## src/rtl/pbc_slice_budget.sv

```systemverilog
// One slice: read/write usage counters and the fit decision for that slice.
module pbc_slice_budget #(
  parameter int NOPS     = 3,
  parameter int RD_LIMIT = 2,
  parameter int WR_LIMIT = 1,
  parameter bit RD_UNLIM = 1'b0,
  parameter bit WR_UNLIM = 1'b0,
  parameter int CNT_W    = 3,
  localparam int DW      = $clog2(NOPS + 1)
) (
  input  logic          clk,
  input  logic          rst_n,
  input  logic [DW-1:0] demand,
  input  logic          is_write,
  input  logic          commit,
  input  logic          win_end,
  output logic          fit
);
  localparam logic [CNT_W:0] RD_LIM_V = (CNT_W + 1)'(RD_LIMIT);
  localparam logic [CNT_W:0] WR_LIM_V = (CNT_W + 1)'(WR_LIMIT);
  localparam logic [CNT_W:0] SAT_V    = {1'b0, {CNT_W{1'b1}}};

  logic [CNT_W-1:0] rd_used, wr_used;
  logic [CNT_W:0]   rd_sum, wr_sum;
  logic             rd_ok, wr_ok;

  assign rd_sum = {1'b0, rd_used} + (CNT_W + 1)'(demand);
  assign wr_sum = {1'b0, wr_used} + (CNT_W + 1)'(demand);
  assign rd_ok  = RD_UNLIM || (rd_sum <= RD_LIM_V);
  assign wr_ok  = WR_UNLIM || (wr_sum <= WR_LIM_V);
  assign fit    = is_write ? wr_ok : rd_ok;

  always_ff @(posedge clk or negedge rst_n) begin
    if (!rst_n) begin
      rd_used <= '0;
      wr_used <= '0;
    end else if (win_end) begin
      rd_used <= '0;
      wr_used <= '0;
    end else if (commit) begin
      if (is_write)
        wr_used <= (wr_sum > SAT_V) ? SAT_V[CNT_W-1:0] : wr_sum[CNT_W-1:0];
      else
        rd_used <= (rd_sum > SAT_V) ? SAT_V[CNT_W-1:0] : rd_sum[CNT_W-1:0];
    end
  end

  if (!RD_UNLIM) begin : g_rd_bound
    assert_read_within_limit_R3: assert property (@(posedge clk) disable iff (!rst_n)
      {1'b0, rd_used} <= RD_LIM_V);
  end
  if (!WR_UNLIM) begin : g_wr_bound
    assert_write_within_limit_R3: assert property (@(posedge clk) disable iff (!rst_n)
      {1'b0, wr_used} <= WR_LIM_V);
  end

  assert_window_clears_R7: assert property (@(posedge clk) disable iff (!rst_n)
    win_end |=> (rd_used == '0) && (wr_used == '0));

  assert_hold_without_commit_R6: assert property (@(posedge clk) disable iff (!rst_n)
    (!commit && !win_end) |=> ($stable(rd_used) && $stable(wr_used)));

  assert_zero_cost_fits_R8: assert property (@(posedge clk) disable iff (!rst_n)
    (demand == '0) |-> fit);
endmodule

```

## config.mk

```make
export PLATFORM = sky130hd
export DESIGN_NAME = pbc_slice_budget
export DESIGN_NICKNAME = d
export VERILOG_FILES = /design/src/rtl/pbc_slice_budget.sv
export SDC_FILE = /design/constraint.sdc
export NUM_CORES = 1
export LEC_CHECK = 0
export BUFFER_PORTS_ARGS = -buffer_cell sky130_fd_sc_hd__buf_2
export CORE_AREA = 2 2 39 41
export CTS_CLUSTER_SIZE = 20
export DETAILED_ROUTE_END_ITERATION = 8
export DIE_AREA = 0 0 41 43
export GPL_ROUTABILITY_DRIVEN = 0
export SLEW_MARGIN = 20
export SYNTH_ARGS = -nofsm -noshare
export SYNTH_HDL_FRONTEND = slang
export SYNTH_SLANG_ARGS = --single-unit
export TNS_END_PERCENT = 1
```

## constraint.sdc

```tcl
create_clock -name clk -period 1.7 [get_ports clk]
set_input_delay 0.34 -clock clk [delete_from_list [all_inputs] [get_ports clk]]
set_output_delay 0.34 -clock clk [all_outputs]
set_load 0.005 [all_outputs]
```

* After elaboration in Yosys (flattened, before gate mapping)
Cells that the tools add are included.
** Storage, ports and cells
- Bits in registers :: 6
- Output and inout bits :: 1
** Operators by class
- Add/subtract/negate cells :: 2
- Order comparisons :: 4
- Eq/ne operators :: 1
- Mux-type cells :: 9
- Reduce and logical (&&, ||, !) cells :: 4
** Operators with widths (count)
- 2-to-1 mux 3 bit :: 8
- adder 3 x 2 -> 4 bit :: 2
- greater-than comparator 4 x 3 -> 1 bit (second input constant) :: 2
- <= comparator 4 x 1 -> 1 bit (second input constant) :: 1
- <= comparator 4 x 2 -> 1 bit (second input constant) :: 1
- AND reduction 2 bit :: 2
- nonzero test 2 bit :: 2
- != test 2 x 1 -> 1 bit (second input constant) :: 1
- 2-to-1 mux 1 bit :: 1

* Longest topological paths before layout
Gate-level depths: netlist of run 1.
- Depth in word-level cells :: 6
- Gate-level depth with buffers :: 5

* Least setup slack after synthesis of run 1
No wires, ideal clock.
- Kind :: reg-to-output
- Start point :: register wr_used[0]
- End point :: output fit
- Data arrival time :: 1.463 ns
- Required time :: 1.360 ns
- Path slack :: -0.103 ns
- Cell stages (with the launch flop) :: 6
- Buffers on the path :: 0
- Cells stage by stage :: dfrtp_1 -> ha_1 -> fa_1 -> or2_2 -> o21ai_0 -> a32o_1
** Between the ends
- Longest elaborated chain between the ends :: 3
** RTL lines
- start, declared :: line 23 : logic [CNT_W-1:0] rd_used, wr_used;
- start signal, assigned :: line 42 : wr_used <= (wr_sum > SAT_V) ? SAT_V[CNT_W-1:0] : wr_sum[CNT_W-1:0];
- adder 3 x 2 -> 4 bit :: line 28 : assign wr_sum = {1'b0, wr_used} + (CNT_W + 1)'(demand);
- <= comparator 4 x 1 -> 1 bit :: line 30 : assign wr_ok = WR_UNLIM || (wr_sum <= WR_LIM_V);
- 2-to-1 mux 1 bit :: line 31 : assign fit = is_write ? wr_ok : rd_ok;
- end, declared :: line 17 : output logic fit
No other way between the ends.

* Worst setup path in the final report of run 1
Ends and elaborated chain as after synthesis.

==> results.tsv, run 1 <==
metric	value	unit
status	finished, violations left	
failing checks	negative setup slack	
largest stage delay on the critical path	0.54	ns
setup TNS	-0.393	ns
Slew HR	84.1	%
CTS tree	done	
total track usage	11.3	%
final setup vio count	1	
M3 GR Usage	1.57	%
Top FF cell, synth	dfrtp_1	
Seq cells post-synth	6	
VDD IR max	309	uV
drt first pass iters	3	
dpl cells	72	
FFs w/ async S/R, synth	100	%
crit share post-route	123	%
final setup margin	-0.393	ns
Post-synth EDFFs	0	
Placement Setup Slack	-0.257	ns
Worst setup SP type	flip-flop	
Syn Inst Count	45	
Vias/cell	4.75	
pwr dens	673	nW/um^2
Tot Pwr	0.388	mW
initial detailed-routing violation count	6	
top post-synthesis cells by area	dfrtp_1 (34%), ha_1 (11%), a21oi_1 (10%)	
post-synth top area cell	dfrtp_1	
met2 usage	15.6	%
Placed Area	536	sq um
Max Cap Viol	0	
fillers	139	
Post-DP HPWL	671	microns
Area growth syn-to-layout	31.0	%
vias in the first global route	341	
syn_area_per_cell	9.79	sq um
Hold WC Path Type	in2reg	
Die ar.	1760	sq um
top-count cell post-synth	a21oi_1	
final cell count without fillers	76	
Slew @ Worst Pin	0.238	ns
crit-path cells	ha_2 -> fa_2 -> inv_1 -> a32o_1 -> buf_2	
Multi-input gate area	294	sq um
Max Root-Sink Buffers	2	
drt total wl	814	microns
RSZ-0062 raised after global routing	true	
Hold Vio Cnt, Final	0	
Core Area	1380	sq um
largest net degree at the start of global routing	9	
yosys warns	0	
Die Y	43	microns
Setup Skew	0.0000498	ns
max-slew violations	0	
FMAX	0.478	GHz
antenna violations before repair	0	
die extent in x	41	microns
final core occ	41.7	%
Congestion Overflow GR	0	
kind of critical path	reg2out	
top cells by count, synth	a21oi_1 (9), dfrtp_1 (6), ha_1 (4)	
min cycle time layout	2.09	ns
crit path DAT	1.75	ns
crit end category	output port	
clock latency on the worst-skew pair	0.23	ns
Std-Cell Rows	14	
drt drc	0	
Slowest-stage cell, CP	fa_2	
P_leak	0.273	nW
flip-flop and latch area	150	sq um
sequential area share after synthesis	34.1	%
root buf cell	clkbuf_4	
Final #Nets	75	
layout cells sized above 1	38.3	%
clock slew at reported path FFs	0.04	ns
wire per inst	10.7	microns
Mapped Nets	58	
Num CTS Buffers	3	
antenna-violating nets left	0	
Most Used Layer, Global Route	met2	
Hold Slack	0.336	ns
design area	577	sq um
worst endpoint required time	1.36	ns
Initial Util	31.8	%
met1 Use GR	15.6	%
IO Port Bufs	7	
Synth cell types	18	
clk sinks	6	
Vias	361	
top cell type's share of synthesized area	34.1	%
I/O Pins	8	
htree depth	1	
Antenna diodes	0	
mapped cell area	440	sq um
first-pass GRT wire length	1350	microns
CP max FO	2	
[kinds of logic after synthesis]
group	count (synthesis)	share of synthesized area, %
adder cells (fa/ha/maj)	6	20.5
AND/OR/NAND/NOR	11	14.8
AO/OA/AOI/OAI	19	27.3
buffers and inverters	3	3.41
flip-flops	6	34.1
[critical path: cells and delay by family, from the launching register on]
kind | cells | cell delay, ns
flops | 1 | 0.38
compound gates | 1 | 0.24
buf+inv | 2 | 0.16
fa+ha+maj | 2 | 0.73
[cell type report]
cell class | instances | area share (%)
Timing Repair Buffer | 13 | 14.3
Clock buffer | 3 | 3.90
Sequential cell | 6 | 26.0
Inverter | 2 | 1.30
Tap cell | 16 | 3.47
Multi-Input combinational cell | 36 | 51.0
[sequential cells by signal, summed over array words and instances, names as in the netlist]
name,cells
wr_used,3
rd_used,3
[final timing paths]
kind                                             start                endpoint  slack [ns]  cells after the start
worst min register to register  rd_used[0]$_DFFE_PN0P_  rd_used[0]$_DFFE_PN0P_        0.59                      2
worst max register to register  wr_used[0]$_DFFE_PN0P_  wr_used[1]$_DFFE_PN0P_        0.16                      4
worst min-delay path                           win_end  rd_used[0]$_DFFE_PN0P_        0.34                      2
min in group asynchronous                        rst_n  rd_used[2]$_DFFE_PN0P_        0.45                      2
worst max-delay path            wr_used[0]$_DFFE_PN0P_                     fit       -0.39                      5
max in group asynchronous                        rst_n  wr_used[2]$_DFFE_PN0P_        1.11                      2
[cell usage in the layout (no fill, tap or decap), types with 2 or more instances in the layout]
cell and n:
nor2_1 2, a21oi_1 9, buf_2 7, nand2_1 2
fa_2 2, a311oi_1 2, inv_1 2, dfrtp_1 6
ha_2 2, a211oi_1 3, a21o_1 2, nor3_1 2
buf_4 5, clkbuf_4 3, ha_1 2, or2_4 2
[repair_timing]
action	4_1_cts	5_1_grt
hold endpoints to repair	6	0
pin swaps	1	0
setup endpoints to repair	1	1
hold buffers	1	0
gates resized for setup	4	1
setup buffers	0	0
cloned	0	0
[metal layers]
layer	vias up	wire (microns)	share of wire (%)
li1	200	-	-
met1	157	437	54
met2	4	358	44
met3	0	18	2.2
met4	0	0	0
met5	-	0	0
[where the power goes]
part	leakage (nW)	switching, mW	internal [mW]
logic	0.178	0.0508	0.0567
clock network	0.0138	0.0418	0.0792
registers	0.0809	0.00829	0.151
total	0.273	0.101	0.287
Note: power is estimated with default switching activity, not from simulation.
==> inputs of run 2 (changes only) <==
PLACE_DENSITY = 0.59   (was unset)
REMOVE_ABC_BUFFERS = 1   (was unset)
==> results.tsv, run 2 (synthesized netlist as in run 1, its figures left out) <==
metric	value	unit	change
min cycle time layout	2.14	ns	+0.0451 ns
Int Pwr	0.315	mW	+9.6%
Final #Nets	83		+11%
final setup vio count	1		unchanged
VDD IR max	320	uV	+3.5%
Congestion Overflow GR	0		unchanged
final core occ	48.1	%	+6.4 points
Die ar.	1760	sq um	unchanged
commonest non-fill, non-tap cell in the layout	buf_4		
Hold Startpoint	win_end		
Hold Vio Cnt, Final	0		unchanged
P_leak	0.315	nW	+16%
final cell count without fillers	84		+11%
Core Area	1380	sq um	unchanged
crit path DAT	1.80	ns	+0.05 ns
total track usage	13.3	%	+1.9 points
clk sinks	6		unchanged
reg2reg start	rd_used[0]$_DFFE_PN0P_		
Vias/cell	5.05		+6.3%
first-pass GRT wire length	1570	microns	+16%
die extent in x	41	microns	unchanged
Slew @ Worst Pin	0.234	ns	-0.00373 ns
Tot Pwr	0.429	mW	+11%
drt first pass iters	2		-1
Vias	424		+17%
Worst setup SP type	flip-flop		
initial detailed-routing violation count	3		-3
vias in the first global route	380		+11%
Seq pwr share	37.5	%	-3.6 points
R2R cell count	6		+2
CP max FO	2		unchanged
final setup margin	-0.438	ns	-0.0451 ns
root buf cell	clkbuf_4		
clock latency on the worst-skew pair	0.23	ns	about the same
Post-DP HPWL	733	microns	+9.2%
clock share of power	28.2	%	-3.0 points
Max Root-Sink Buffers	2		unchanged
FMAX	0.468	GHz	-2.1%
worst endpoint required time	1.36	ns	about the same
CTS tree	done		
dpl cells	77		+6.9%
htree depth	1		unchanged
antenna-violating nets left	0		unchanged
Combinational Power Share	34.3	%	+6.6 points
IO Port Bufs	7		unchanged
crit end category	output port		
Max Cap Viol	0		unchanged
top flop regs	rd_used: 3 flops, wr_used: 3 flops		
largest net degree at the start of global routing	9		unchanged
Hold Slack	0.346	ns	+0.0101 ns
antenna violations before repair	0		unchanged
I/O Pins	8		unchanged
pwr dens	645	nW/um^2	-4.1%
drt drc	0		unchanged
RSZ-0062 raised after global routing	true		
Num CTS Buffers	3		unchanged
Slew HR	84.3	%	+0.24 points
Std-Cell Rows	14		unchanged
drt total wl	1020	microns	+25%
Area growth syn-to-layout	51.1	%	
wire per inst	12.1	microns	+13%
Net Sw Frac	26.7	%	+0.68 points
Hold WC Path Type	in2reg		
Setup Skew	0.0000238	ns	-0.0000260 ns
NetSw	0.115	mW	+14%
clock slew at reported path FFs	0.04	ns	about the same
max-slew violations	0		unchanged
layout cells sized above 1	50.0	%	+12 points
Antenna diodes	0		unchanged
crit share post-route	126	%	+2.7 points
failing checks	negative setup slack		
kind of critical path	reg2out		
r2r setup slk	0.01	ns	-0.15 ns
Initial Util	31.8	%	unchanged
setup TNS	-0.438	ns	-0.0451 ns
Endpoint, Worst Hold	rd_used[1]$_DFFE_PN0P_		
most frequent cells in the layout	buf_4 (13), a21oi_1 (8), buf_2 (7)		
RR Endpoint	rd_used[1]$_DFFE_PN0P_		
Die Y	43	microns	unchanged
Min-Delay Path Depth	2		unchanged
status	finished, violations left		
[run 2: worst max-delay path by stage]
stage,from,to
global route,rd_used[0]$_DFFE_PN0P_,fit
finish,rd_used[0]$_DFFE_PN0P_,fit
global placement,demand[0],fit
CTS,wr_used[0]$_DFFE_PN0P_,fit
detailed placement,demand[0],fit
floorplan,wr_used[0]$_DFFE_PN0P_,fit
[run 2: stage by stage]
step | setup WS [ns] | cell area (sq um)
4_1_cts | -0.427 | 623
5_1_grt | -0.503 | 666
2_1_floorplan | -0.103 | 433
3_3_place_gp | -0.340 | 563
3_5_place_dp | -0.359 | 563
6_report | -0.438 | 666
[run 2: layout make-up]
| class | count | area [sq um] |
|---|---|---|
| tap | 16 | 20.0 |
| clock buffer | 3 | 22.5 |
| sequential | 6 | 150 |
| fill | 143 | 718 |
| multi-input combinational | 36 | 323 |
| inverter | 2 | 7.51 |
| timing repair buffer | 21 | 143 |
[run 2: timing repair]
| action | 4_1_cts | 5_1_grt |
|---|---|---|
| endpoints found under the hold margin | 6 | 0 |
| pin swaps | 3 | 8 |
| setup endpoints to repair | 1 | 2 |
| gates resized for setup | 7 | 7 |
| hold buffers | 1 | 0 |
| gates cloned | 0 | 0 |
| buffers inserted | 2 | 1 |
[run 2: power groups by stage]
stage	clock [mW]	sequential, mW	combinational (mW)
final	0.121	0.161	0.147
after global placement	0	0.161	0.114
after detailed placement	0	0.161	0.114
after CTS	0.130	0.159	0.128
after global routing	0.131	0.162	0.167
after floorplan	0	0.159	0.0560
[run 2: critical path, cell delays in order (launching register included)]
cell and delay, ns:
dfrtp_1 0.41, ha_4 0.19, fa_2 0.58, a21oi_2 0.06, a32o_1 0.20, buf_2 0.12
[run 2: metal layers]
metal | global-route usage [%] | part of all wire [%]
met5 | 0 | 0
met1 | 19.3 | 43
met2 | 17.2 | 53
met3 | 1.57 | 2.6
met4 | 10.0 | 0.79
==> inputs of run 3 (changes only) <==
ABC_AREA = 1   (was unset)
PLACE_DENSITY = 0.64   (was 0.59)
==> results.tsv, run 3 <==
metric	value	unit	change
die extent in x	41	microns	unchanged
Placement Setup Slack	-0.176	ns	+0.183 ns
RR Endpoint	wr_used[2]$_DFFE_PN0P_		
Seq cells post-synth	6		unchanged
Slew HR	85.9	%	+1.6 points
final cell count without fillers	102		+21%
Final #Nets	101		+22%
Setup Skew	0.0000298	ns	+0.00000600 ns
RSZ-0062 raised after global routing	true		
setup repair bufs after CTS	0		-2
first-pass GRT wire length	1850	microns	+18%
Antenna diodes	0		unchanged
final core occ	47.8	%	-0.27 points
flip-flop and latch area	150	sq um	unchanged
Initial Util	36.3	%	+4.5 points
top cell type's share of synthesized area	29.9	%	-4.2 points
CP Capture Point	fit		
Vias	473		+12%
Multi-input gate area	360	sq um	+12%
antenna-violating nets left	0		unchanged
Hold Slack	0.440	ns	+0.0938 ns
Post-synth EDFFs	0		unchanged
largest delay contributor family on the critical path	adder cells		
Worst setup SP type	flip-flop		
Critical path origin	rd_used[0]$_DFFE_PN0P_		
final setup vio count	1		unchanged
largest net degree at the start of global routing	8		-1
min cycle time layout	2.00	ns	-0.138 ns
top post-synthesis cells by area	dfrtp_1 (30%), nand2_1 (23%), ha_1 (10%)		
I/O Pins	8		unchanged
Num CTS Buffers	3		unchanged
clk sinks	6		unchanged
FMAX	0.500	GHz	+6.9%
CP max FO	3		+1
post-synth top area cell	dfrtp_1		
final setup margin	-0.299	ns	+0.138 ns
clock latency on the worst-skew pair	0.23	ns	about the same
root buf cell	clkbuf_4		
pwr dens	580	nW/um^2	-10%
crit end category	output port		
syn_area_per_cell	7.19	sq um	-27%
crit path buf inv count	1		unchanged
design area	662	sq um	-0.56%
drt total wl	1040	microns	+2.5%
Post-DP HPWL	879	microns	+20%
drt drc	0		unchanged
Max Root-Sink Buffers	2		unchanged
R2R cell count	6		unchanged
Std-Cell Rows	14		unchanged
FFs w/ async S/R, synth	100	%	unchanged
Top FF cell, synth	dfrtp_1		
Crit path depth	6		+1
r2r setup slk	0.19	ns	+0.18 ns
kind of critical path	reg2out		
drt first pass iters	2		unchanged
initial detailed-routing violation count	6		+3
max-slew violations	0		unchanged
Placed Area	596	sq um	+5.8%
dpl cells	98		+27%
most frequent cells in the layout	nand2_1 (31), nand3_1 (8), buf_2 (7)		
Hold Vio Cnt, Final	0		unchanged
htree depth	1		unchanged
top-count cell post-synth	nand2_1		
antenna violations before repair	0		unchanged
crit-path cells	ha_4 -> fa_2 -> a21oi_2 -> nand3_1 -> nand2_1 -> buf_2		
reg2reg start	wr_used[0]$_DFFE_PN0P_		
Congestion Overflow GR	0		unchanged
P_leak	0.348	nW	+11%
wire per inst	10.2	microns	-16%
Slew @ Worst Pin	0.212	ns	-0.0219 ns
largest stage delay on the critical path	0.55	ns	-0.03 ns
clock slew at reported path FFs	0.04	ns	about the same
VDD IR max	405	uV	+27%
Hold WC Path Type	in2reg		
Die ar.	1760	sq um	unchanged
total track usage	15.7	%	+2.4 points
sequential area share after synthesis	29.9	%	-4.2 points
mapped cell area	503	sq um	+14%
top cells by count, synth	nand2_1 (31), nand3_1 (8), dfrtp_1 (6), inv_1 (6)		
layout cells sized above 1	27.9	%	-22 points
Core Area	1380	sq um	unchanged
vias in the first global route	468		+23%
IO Port Bufs	7		unchanged
top flop regs	rd_used: 3 flops, wr_used: 3 flops		
Hold Startpoint	win_end		
Slowest-stage cell, CP	fa_2		
status	finished, violations left		
yosys warns	0		unchanged
Syn Inst Count	70		+56%
Synth cell types	14		-4
CTS tree	done		
failing checks	negative setup slack		
Die Y	43	microns	unchanged
worst endpoint required time	1.36	ns	about the same
Vias/cell	4.64		-8.1%
fillers	149		+4.2%
crit share post-route	118	%	-8.1 points
Max Cap Viol	0		unchanged
crit path DAT	1.66	ns	-0.14 ns
Area growth syn-to-layout	31.6	%	
commonest non-fill, non-tap cell in the layout	nand2_1		
[run 3: metal layers]
metal	part of all wire [%]	global-route usage, %	vias up
li1	-	-	258
met1	45	20.3	208
met2	52	24.7	7
met3	2.4	4.71	0
met4	0	4.00	0
met5	0	0	-
[run 3: stage by stage]
step | power [mW] | TNS [ns]
floorplan | 0.212 | 0
global placement | 0.252 | -0.150
detailed placement | 0.253 | -0.176
CTS | 0.384 | -0.307
global route | 0.413 | -0.378
finish | 0.384 | -0.299
[run 3: where the power goes]
group          internal, mW  switching [mW]
combinational        0.0528          0.0511
clock                0.0792          0.0419
sequential            0.150         0.00824
[run 3: worst min-delay path by stage]
stage,endpoint,slack (ns),cells past startpoint
after floorplan,rd_used[0]$_DFFE_PN0P_,0.04,0
after global placement,rd_used[1]$_DFFE_PN0P_,0.17,1
after detailed placement,rd_used[0]$_DFFE_PN0P_,0.17,1
after CTS,rd_used[1]$_DFFE_PN0P_,0.44,4
after global routing,rd_used[0]$_DFFE_PN0P_,0.47,4
final,rd_used[0]$_DFFE_PN0P_,0.44,4
[run 3: layout make-up]
type,instances,share of cell area (%)
multi-input combinational,57,54.4
sequential,6,22.7
timing repair buffer,13,12.5
inverter,7,3.97
clock buffer,3,3.40
tap,16,3.02
[run 3: tightest hold or removal path, delay by kind of cell]
kind | cells | cell delay (ns)
AOI/OAI and AO/OA | 1 | 0.05
buffers and inverters | 1 | 0.13
and+or+nand+nor | 2 | 0.10
[run 3: timing repair]
action / in CTS / in global routing
pin swaps: 1 / 3
gates resized for setup: 3 / 4
hold endpoints to repair: 6 / 0
hold buffers: 1 / 0
endpoints found under the setup margin: 1 / 1
[run 3: cells by family (layout without fill, tap and decap cells)]
logic type,Yosys count,in the layout,share of synthesized area [%]
adders and majority gates,6,6,17.9
DFF,6,6,29.8
xor gates and xnor gates,1,1,1.74
AOI/OAI and AO/OA,3,3,3.73
buffers and inverters,7,23,5.22
and+or+nand+nor,47,47,41.5
